==> config.mk <==
export PLATFORM = sky130hd
export DESIGN_NAME = hb_gate_ctrl
export DESIGN_NICKNAME = d
export VERILOG_FILES = /design/src/rtl/hb_gate_pkg.sv /design/src/rtl/hb_sync.sv /design/src/rtl/hb_decode.sv /design/src/rtl/hb_deadtime.sv /design/src/rtl/hb_gate_ctrl.sv
export SDC_FILE = /design/constraint.sdc
export NUM_CORES = 1
export LEC_CHECK = 0
export BUFFER_PORTS_ARGS = -buffer_cell sky130_fd_sc_hd__buf_2
export CORE_MARGIN = 1.5
export CORE_UTILIZATION = 45
export DETAILED_ROUTE_END_ITERATION = 6
export REMOVE_ABC_BUFFERS = 1
export SETUP_SLACK_MARGIN = 0.15
export SYNTH_ARGS = -nofsm -noshare
export SYNTH_HDL_FRONTEND = slang
export SYNTH_SLANG_ARGS = --single-unit
==> constraint.sdc <==
create_clock -name clk -period 1.7 [get_ports clk]
set_input_delay 0.085 -clock clk [delete_from_list [all_inputs] [get_ports clk]]
set_output_delay 0.085 -clock clk [all_outputs]
set_load 0.1 [all_outputs]
==> src/rtl/hb_gate_pkg.sv <==
package hb_gate_pkg;
    typedef enum logic [1:0] {
        LEG_OFF  = 2'd0,
        LEG_LOW  = 2'd1,
        LEG_HIGH = 2'd2
    } leg_e;
endpackage

==> src/rtl/hb_sync.sv <==
module hb_sync #(
    parameter int unsigned W      = 4,
    parameter int unsigned STAGES = 2
) (
    input  logic         clk,
    input  logic         rst_n,
    input  logic [W-1:0] async_i,
    output logic [W-1:0] sync_o
);
    logic [W-1:0] stage_q [STAGES];
    logic [W-1:0] stage_d [STAGES];

    always_comb begin
        stage_d[0] = async_i;
        for (int i = 1; i < STAGES; i++) begin
            stage_d[i] = stage_q[i-1];
        end
    end

    always_ff @(posedge clk or negedge rst_n) begin
        if (!rst_n) begin
            for (int i = 0; i < STAGES; i++) begin
                stage_q[i] <= '0;
            end
        end else begin
            for (int i = 0; i < STAGES; i++) begin
                stage_q[i] <= stage_d[i];
            end
        end
    end

    assign sync_o = stage_q[STAGES-1];
endmodule

==> src/rtl/hb_decode.sv <==
module hb_decode
    import hb_gate_pkg::*;
(
    input  logic want_hi,
    input  logic want_lo,
    input  logic enable,
    output leg_e req
);
    always_comb begin
        if (!enable) begin
            req = LEG_OFF;
        end else begin
            unique case ({want_hi, want_lo})
                2'b10:   req = LEG_HIGH;
                2'b01:   req = LEG_LOW;
                default: req = LEG_OFF;   // 00 idle, 11 interlock
            endcase
        end
    end
endmodule

==> src/rtl/hb_deadtime.sv <==
module hb_deadtime
    import hb_gate_pkg::*;
#(
    parameter int unsigned DEAD_CYC = 23,
    localparam int unsigned CNT_W   = (DEAD_CYC < 1) ? 1 : $clog2(DEAD_CYC + 1)
) (
    input  logic clk,
    input  logic rst_n,
    input  leg_e req,
    output leg_e leg
);
    localparam logic [CNT_W-1:0] CNT_MAX = CNT_W'(DEAD_CYC);

    typedef struct packed {
        leg_e             out;
        leg_e             prev;
        logic [CNT_W-1:0] cnt;
    } dt_state_t;

    dt_state_t st_d, st_q;

    always_comb begin
        st_d      = st_q;
        st_d.prev = req;
        // idle counter: restarts on any request change or while conducting
        if (st_q.out != LEG_OFF || req != st_q.prev) begin
            st_d.cnt = '0;
        end else if (st_q.cnt < CNT_MAX) begin
            st_d.cnt = st_q.cnt + 1'b1;
        end
        // leg state
        if (st_q.out != LEG_OFF) begin
            if (req != st_q.out) st_d.out = LEG_OFF;
        end else if (req != LEG_OFF && req == st_q.prev && st_q.cnt == CNT_MAX) begin
            st_d.out = req;
        end
    end

    always_ff @(posedge clk or negedge rst_n) begin
        if (!rst_n) begin
            st_q <= '{out: LEG_OFF, prev: LEG_OFF, cnt: '0};
        end else begin
            st_q <= st_d;
        end
    end

    assign leg = st_q.out;

    // the leg must pass through off between sides
    a_r7_no_hi_to_lo: assert property (@(posedge clk) disable iff (!rst_n)
        st_q.out == LEG_HIGH |=> st_q.out != LEG_LOW);
    a_r7_no_lo_to_hi: assert property (@(posedge clk) disable iff (!rst_n)
        st_q.out == LEG_LOW |=> st_q.out != LEG_HIGH);
    // a withdrawn request drops the leg on the next edge
    a_r8_prompt_off: assert property (@(posedge clk) disable iff (!rst_n)
        (st_q.out != LEG_OFF && req != st_q.out) |=> st_q.out == LEG_OFF);
endmodule

==> src/rtl/hb_gate_ctrl.sv <==
module hb_gate_ctrl
    import hb_gate_pkg::*;
#(
    parameter int unsigned DEAD_CYC    = 23,
    parameter int unsigned SYNC_STAGES = 2,
    localparam int unsigned CNT_W      = (DEAD_CYC < 1) ? 1 : $clog2(DEAD_CYC + 1)
) (
    input  logic clk,
    input  logic rst_n,
    input  logic cmd_hi,
    input  logic cmd_lo,
    input  logic shdn_n,
    input  logic supply_ok,
    output logic gate_hi,
    output logic gate_lo
);
    localparam int unsigned NIN = 4;

    logic [NIN-1:0] in_sync;
    leg_e           req;
    leg_e           leg;
    logic           fast_en;

    hb_sync #(.W(NIN), .STAGES(SYNC_STAGES)) u_sync (
        .clk     (clk),
        .rst_n   (rst_n),
        .async_i ({shdn_n, supply_ok, cmd_hi, cmd_lo}),
        .sync_o  (in_sync)
    );

    hb_decode u_decode (
        .want_hi (in_sync[1]),
        .want_lo (in_sync[0]),
        .enable  (in_sync[3] & in_sync[2]),
        .req     (req)
    );

    hb_deadtime #(.DEAD_CYC(DEAD_CYC)) u_dead (
        .clk   (clk),
        .rst_n (rst_n),
        .req   (req),
        .leg   (leg)
    );

    // fast fault path bypasses the synchronizer
    assign fast_en = shdn_n & supply_ok;
    assign gate_hi = fast_en & (leg == LEG_HIGH);
    assign gate_lo = fast_en & (leg == LEG_LOW);

    // checker: cycles each gate has been low, saturating at the dead time
    localparam logic [CNT_W-1:0] RUN_MAX = CNT_W'(DEAD_CYC);
    logic [CNT_W-1:0] hi_low_run_q, lo_low_run_q;

    always_ff @(posedge clk or negedge rst_n) begin
        if (!rst_n) begin
            hi_low_run_q <= '0;
            lo_low_run_q <= '0;
        end else begin
            if (gate_hi) hi_low_run_q <= '0;
            else if (hi_low_run_q < RUN_MAX) hi_low_run_q <= hi_low_run_q + 1'b1;
            if (gate_lo) lo_low_run_q <= '0;
            else if (lo_low_run_q < RUN_MAX) lo_low_run_q <= lo_low_run_q + 1'b1;
        end
    end

    a_r10_exclusive: assert property (@(posedge clk) disable iff (!rst_n)
        !(gate_hi && gate_lo));
    a_r2_stop_kills: assert property (@(posedge clk) disable iff (!rst_n)
        !shdn_n |-> (!gate_hi && !gate_lo));
    a_r3_supply_kills: assert property (@(posedge clk) disable iff (!rst_n)
        !supply_ok |-> (!gate_hi && !gate_lo));
    a_r7_hi_dead: assert property (@(posedge clk) disable iff (!rst_n)
        $rose(gate_hi) |-> lo_low_run_q == RUN_MAX);
    a_r7_lo_dead: assert property (@(posedge clk) disable iff (!rst_n)
        $rose(gate_lo) |-> hi_low_run_q == RUN_MAX);
endmodule

==> After elaboration in Yosys (flattened, before gate mapping) <==
Index checks and enable logic that the tools add are counted.
{ "word_totals": {"register_bits": 17, "out_inout_bits": 2, "in_bits": 6, "wordCells": 35} }
{ "op_classes": {"n_bitwise": 4, "order_cmp": 1, "eq_ne": 9, "reduce_logical": 8, "mux": 7, "add_sub_neg": 1} }
{ "ops": {"columns": ["cell", "n"], "rows": [
  ["5-bit two-way mux", 2],
  ["2-bit two-way mux", 4],
  ["2-bit nonzero test", 4],
  ["5-bit by 1-bit adder with 5-bit output, second input constant", 1],
  ["5-bit == test, second input constant", 1],
  ["5-bit less-than comparator, second input constant", 1],
  ["1-bit AND", 4],
  ["2-bit by 1-bit == test with 1-bit output, second input constant", 2],
  ["2-bit == test, second input constant", 2],
  ["2-bit inequality test", 2],
  ["2-bit case mux with 2 select lines", 1],
  ["2-bit == test", 1],
  ["1-bit logical AND", 2],
  ["2-bit inequality test, second input constant", 1],
  ["2-bit AND reduction", 1],
  ["1-bit logical OR", 1]
]} }

==> Depth between registers and ports, before layout <==
{ "logic_depth": {"depth_word": 8, "depth_mapped": 5, "depth_no_buf": 5} }

==> Modules after synthesis <==
Synthesis repeated with hierarchy kept, for this count alone.
{ "unflattened": {"hier_cells": 58, "hier_area_um2": 706.9} }
{ "by_module_without_submodules": {"columns": ["module", "seq_area_each_um2", "area_each_um2", "instances", "cells_per_inst"], "rows": [
  ["hb_deadtime", 225.2, 462.9, 1, 45],
  ["hb_sync", 200.2, 200.2, 1, 8],
  ["hb_gate_ctrl", 0.0, 26.3, 1, 3],
  ["hb_decode", 0.0, 17.5, 1, 2]
]} }

==> Worst setup path after synthesis <==
OpenSTA, ideal clock, no wires.
{ "synth_timing": {"path_type": "reg-to-output", "start": "register u_dead.st_q (netlist bit u_dead.leg[1])", "end": "output gate_lo", "required_time_ns": 1.615, "stages_incl_launch_ff": 2, "arrival_ns": 2.620, "path_buffers": 0, "setup_slack_ns": -1.005, "path_cell_list": "dfrtp_1 -> nor3b_1"} }
{ "synth_between": {"elab_chain_cells": 2} }
{ "synth_rtl": {"columns": ["item", "line", "source"], "rows": [
  ["start: declaration", "hb_deadtime.sv:20", "dt_state_t st_d, st_q;"],
  ["start signal: assignment", "hb_deadtime.sv:41", "st_q <= '{out: LEG_OFF, prev: LEG_OFF, cnt: '0};"],
  ["start signal: assignment", "hb_deadtime.sv:43", "st_q <= st_d;"],
  ["2-bit by 1-bit == test with 1-bit output", "hb_gate_ctrl.sv:48", "assign gate_lo = fast_en & (leg == LEG_LOW);"],
  ["1-bit AND", "hb_gate_ctrl.sv:48", null],
  ["end: declaration", "hb_gate_ctrl.sv:15", "output logic gate_lo"]
]} }
No other way between the ends.

==> Worst setup path after layout <==
{ "layout_timing": {"start": "input shdn_n", "end": "output gate_lo"} }
{ "layout_between": {"elab_chain_cells": 2} }
{ "layout_rtl": {"columns": ["item", "line", "source"], "rows": [
  ["start: declaration", "hb_gate_ctrl.sv:12", "input logic shdn_n,"],
  ["1-bit AND", "hb_gate_ctrl.sv:46", "assign fast_en = shdn_n & supply_ok;"],
  ["1-bit AND", "hb_gate_ctrl.sv:48", null]
]} }
No other way between the ends.

==> impl_results.md <==
* Pins Over Slew Limit at 0
* Detailed Route Iter0 Violations at 17
* Worst skew pair latency at 0.28 ns
* Routed vias at 524
* Setup TNS at 0 ns
* Post-synthesis mux area share at 0
* Hold Fails Final Rpt at 0
* Fin crit share at 0.8730
* Sequential fraction of the synthesis area at 0.5996
* Crit Path Max Fanout at 2
* Synth-to-Final Area Change at 20.99%
* RR Endpoint: u_dead.leg[0]
* Root Buffer Master: clkbuf_4
* Largest net degree at the start of global routing at 18
* Hold/Removal Path Class: in -> async
* Deepest clock path buffer count at 2
* RR Startpoint: u_dead.st_q[5]
* Startpoint types: input pin
* DR WL/cell at 12.03 microns
* Unrepaired setup endpoints after global routing: no
* Layout cell share with drive strength beyond 1 at 0.1899
* TritonCTS Buffers at 3
* Netlist Area Pre-Place at 709.4 sq um
* Final worst clock skew at 0.005592 ns
* Final net count at 87
* Die X at 42.71 microns
* Synth Area in Compound Gates at 0.1393
* Crit. Startpoint: shdn_n
* Simple-gate share of the synthesized area at 0.2099
* GPL Wtd Cong at 0.7359
* Sequential Area at 425.4 sq um
* CTS clk-pin slew, worst paths at 0.09 ns
* Hpwl dp at 759.7 microns
* Arr. time, crit path at 1.40 ns
* Max Cap Viol at 0
* Synth Area in XOR/XNOR at 0.01235
* CP required at 1.62 ns
* Antenna violations before repair at 0
* GRT overflow at 0
* Outcome: complete, no violations
* Die Area at approximately 0.0018 sq mm
* Synth warn at 0
* Starting density of the core at 0.4765
* R2R cell count at 4
* H-Tree Depth at 1
* Final ANT Viol Nets at 0
* Main combinational cell family by area after synthesis: simple AND/OR/NAND/NOR gates
* CP Capture Type: output port
* Core area at 0.001489 sq mm
* Distinct cells, synth at 22
* Clock sinks at 17
* Fin util at 0.5765
* Crit path capture: gate_lo
* Row count at 14
* Multi-input gate area in the final layout at around 270 sq um
* Drt first pass iters at 4
* Mean post-synth cell area at 11.44 sq um
* Die Height at 42.71 microns
* Buffers on Ports at 7
* GRT Total Usage at 0.1515
* Synth Area in Adders at 0.01764
* Fill cells at 119
* CTS tree: done
* Relative slew margins at 0.6807
* Leak at 0.4132 nW
* R2r setup slk at 0.24 ns
* Io pins at 8
* Maximum clock rate at roughly 670 MHz
* Vias in the first global route at around 460
* Worst-Margin Slew at 0.4822 ns
* Seq cells post-synth at 17
* Vias per Instance at 5.516
* Final setup viols at 0
* Power per cell area at 1071 mW/mm^2
* Final routed DRC violation total at 0
* Tmin final at 1.484 ns
* N_diodes at 0
* Cell count after synthesis at 62
* Crit Path Category: in -> out
* VDD IR max at 0.5993 mV
* Routed WL at 1143 microns
* First-pass GRT wire length at 1966 microns
-- layout by cell type (no fill, tap or decap) --
cell type       n
dfrtp_1        17
nor2_1          7
buf_2           6
dlygate4sd3_1   5
nand4b_1        4
nand2_1         4
clkbuf_4        4
a21o_1          3
a21oi_1         3
nor3_1          3
buf_4           3
inv_1           2
nor3b_1         2
o22ai_1         2
a31oi_1         2
or4bb_1         2
xor2_1          1
nand2b_1        1
or2_2           1
o211a_1         1
or2b_1          1
o21ai_0         1
a32oi_1         1
a211oi_2        1
ha_1            1
clkbuf_1        1
-- cell families (layout without fill, tap and decap cells) --
family	after synthesis	count (layout)
and+or+nand+nor	25	25
adders and majority gates	1	1
xor gates and xnor gates	1	1
DFF	17	17
AOI/OAI and AO/OA	14	14
buffers and inverters	4	21
-- how the worst min path moves through the flow --
stage / endpoint / depth (start not counted) / startpoint
4_1_cts: u_sync.stage_d[0] / 2 / rst_n
6_report: u_sync.stage_d[0] / 2 / rst_n
3_3_place_gp: u_sync.stage_d[2] / 1 / rst_n
3_5_place_dp: u_sync.stage_d[2] / 1 / rst_n
2_1_floorplan: u_dead.leg[0] / 0 / rst_n
5_1_grt: u_sync.stage_d[2] / 2 / rst_n
-- power breakdown --
group          internal [mW]  switching, mW  leakage [nW]  total [mW]
Clock                 0.0909          0.111        0.0150       0.201
Combinational          0.101         0.0740         0.186       0.175
Sequential             0.459         0.0845         0.213       0.544
Total                  0.650          0.269         0.413       0.920
-- critical path: stages --
cell and delay [ns]:
dlygate4sd3_1 0.53, buf_2 0.11, nand2_1 0.07, nor3b_1 0.16, buf_2 0.45
-- area by class of cell --
cell class / instances / share of cell area
Sequential cell: 17 / 0.4956
Inverter: 2 / 0.008746
Tap cell: 16 / 0.02332
Timing Repair Buffer: 15 / 0.1283
Multi-Input combinational cell: 41 / 0.3134
Clock buffer: 4 / 0.03061
-- stage by stage --
| step | power, mW | setup slack, ns | hold slack [ns] | std cells | instance area [sq um] |
|---|---|---|---|---|---|
| 2_1_floorplan | 0.6611 | -1.005 | -0.2106 | 60 | 701.9 |
| 3_3_place_gp | 0.7112 | 0.2757 | 0.01835 | 84 | 764.5 |
| 3_5_place_dp | 0.7146 | 0.2472 | 0.02051 | 84 | 764.5 |
| 4_1_cts | 0.9256 | 0.2055 | 0.2470 | 93 | 840.8 |
| 5_1_grt | 0.9887 | 0.1557 | 0.2720 | 95 | 858.3 |
| 6_report | 0.9195 | 0.2160 | 0.2409 | 95 | 858.3 |
-- metal layers --
| metal | part of all wire | vias to the layer above | global-route usage | wire, microns |
|---|---|---|---|---|
| met5 | 0 | - | 0 | 0 |
| met4 | 0.013 | 0 | 0.09375 | 15 |
| met3 | 0.046 | 2 | 0.03830 | 53 |
| met2 | 0.47 | 16 | 0.2212 | 532 |
| met1 | 0.47 | 249 | 0.2006 | 541 |
| li1 | - | 257 | - | - |
-- synth_stat cells --
cell type | n | area, sq um
a211oi_2 | 1 | 12.51
a21o_1 | 3 | 22.52
a21oi_1 | 3 | 15.01
a31oi_1 | 2 | 12.51
a32oi_1 | 1 | 8.760
clkbuf_1 | 2 | 7.510
dfrtp_1 | 17 | 425.4
ha_1 | 1 | 12.51
inv_1 | 2 | 7.510
nand2_1 | 4 | 15.01
nand2b_1 | 1 | 6.260
nand4b_1 | 4 | 35.03
nor2_1 | 7 | 26.28
nor3_1 | 3 | 15.01
nor3b_1 | 2 | 15.01
o211a_1 | 1 | 10.01
o21ai_0 | 1 | 5.000
o22ai_1 | 2 | 12.51
or2_2 | 1 | 6.260
or2b_1 | 1 | 7.510
or4bb_1 | 2 | 22.52
xor2_1 | 1 | 8.760
-- flip-flops by register name, indices dropped and copies added (netlist names) --
register / cells
u_sync.sync_o: 4
u_dead.leg: 2
u_sync.stage_d: 4
u_dead.st_q: 7
-- repair_timing --
action / 4_1_cts / 5_1_grt
setup endpoints to repair: 0 / 3
setup buffers: 0 / 2
endpoints found under the hold margin: 21 / 0
gates resized for setup: 0 / 1
hold buffers: 5 / 0
No activity file was read; power rests on OpenSTA's default activity.
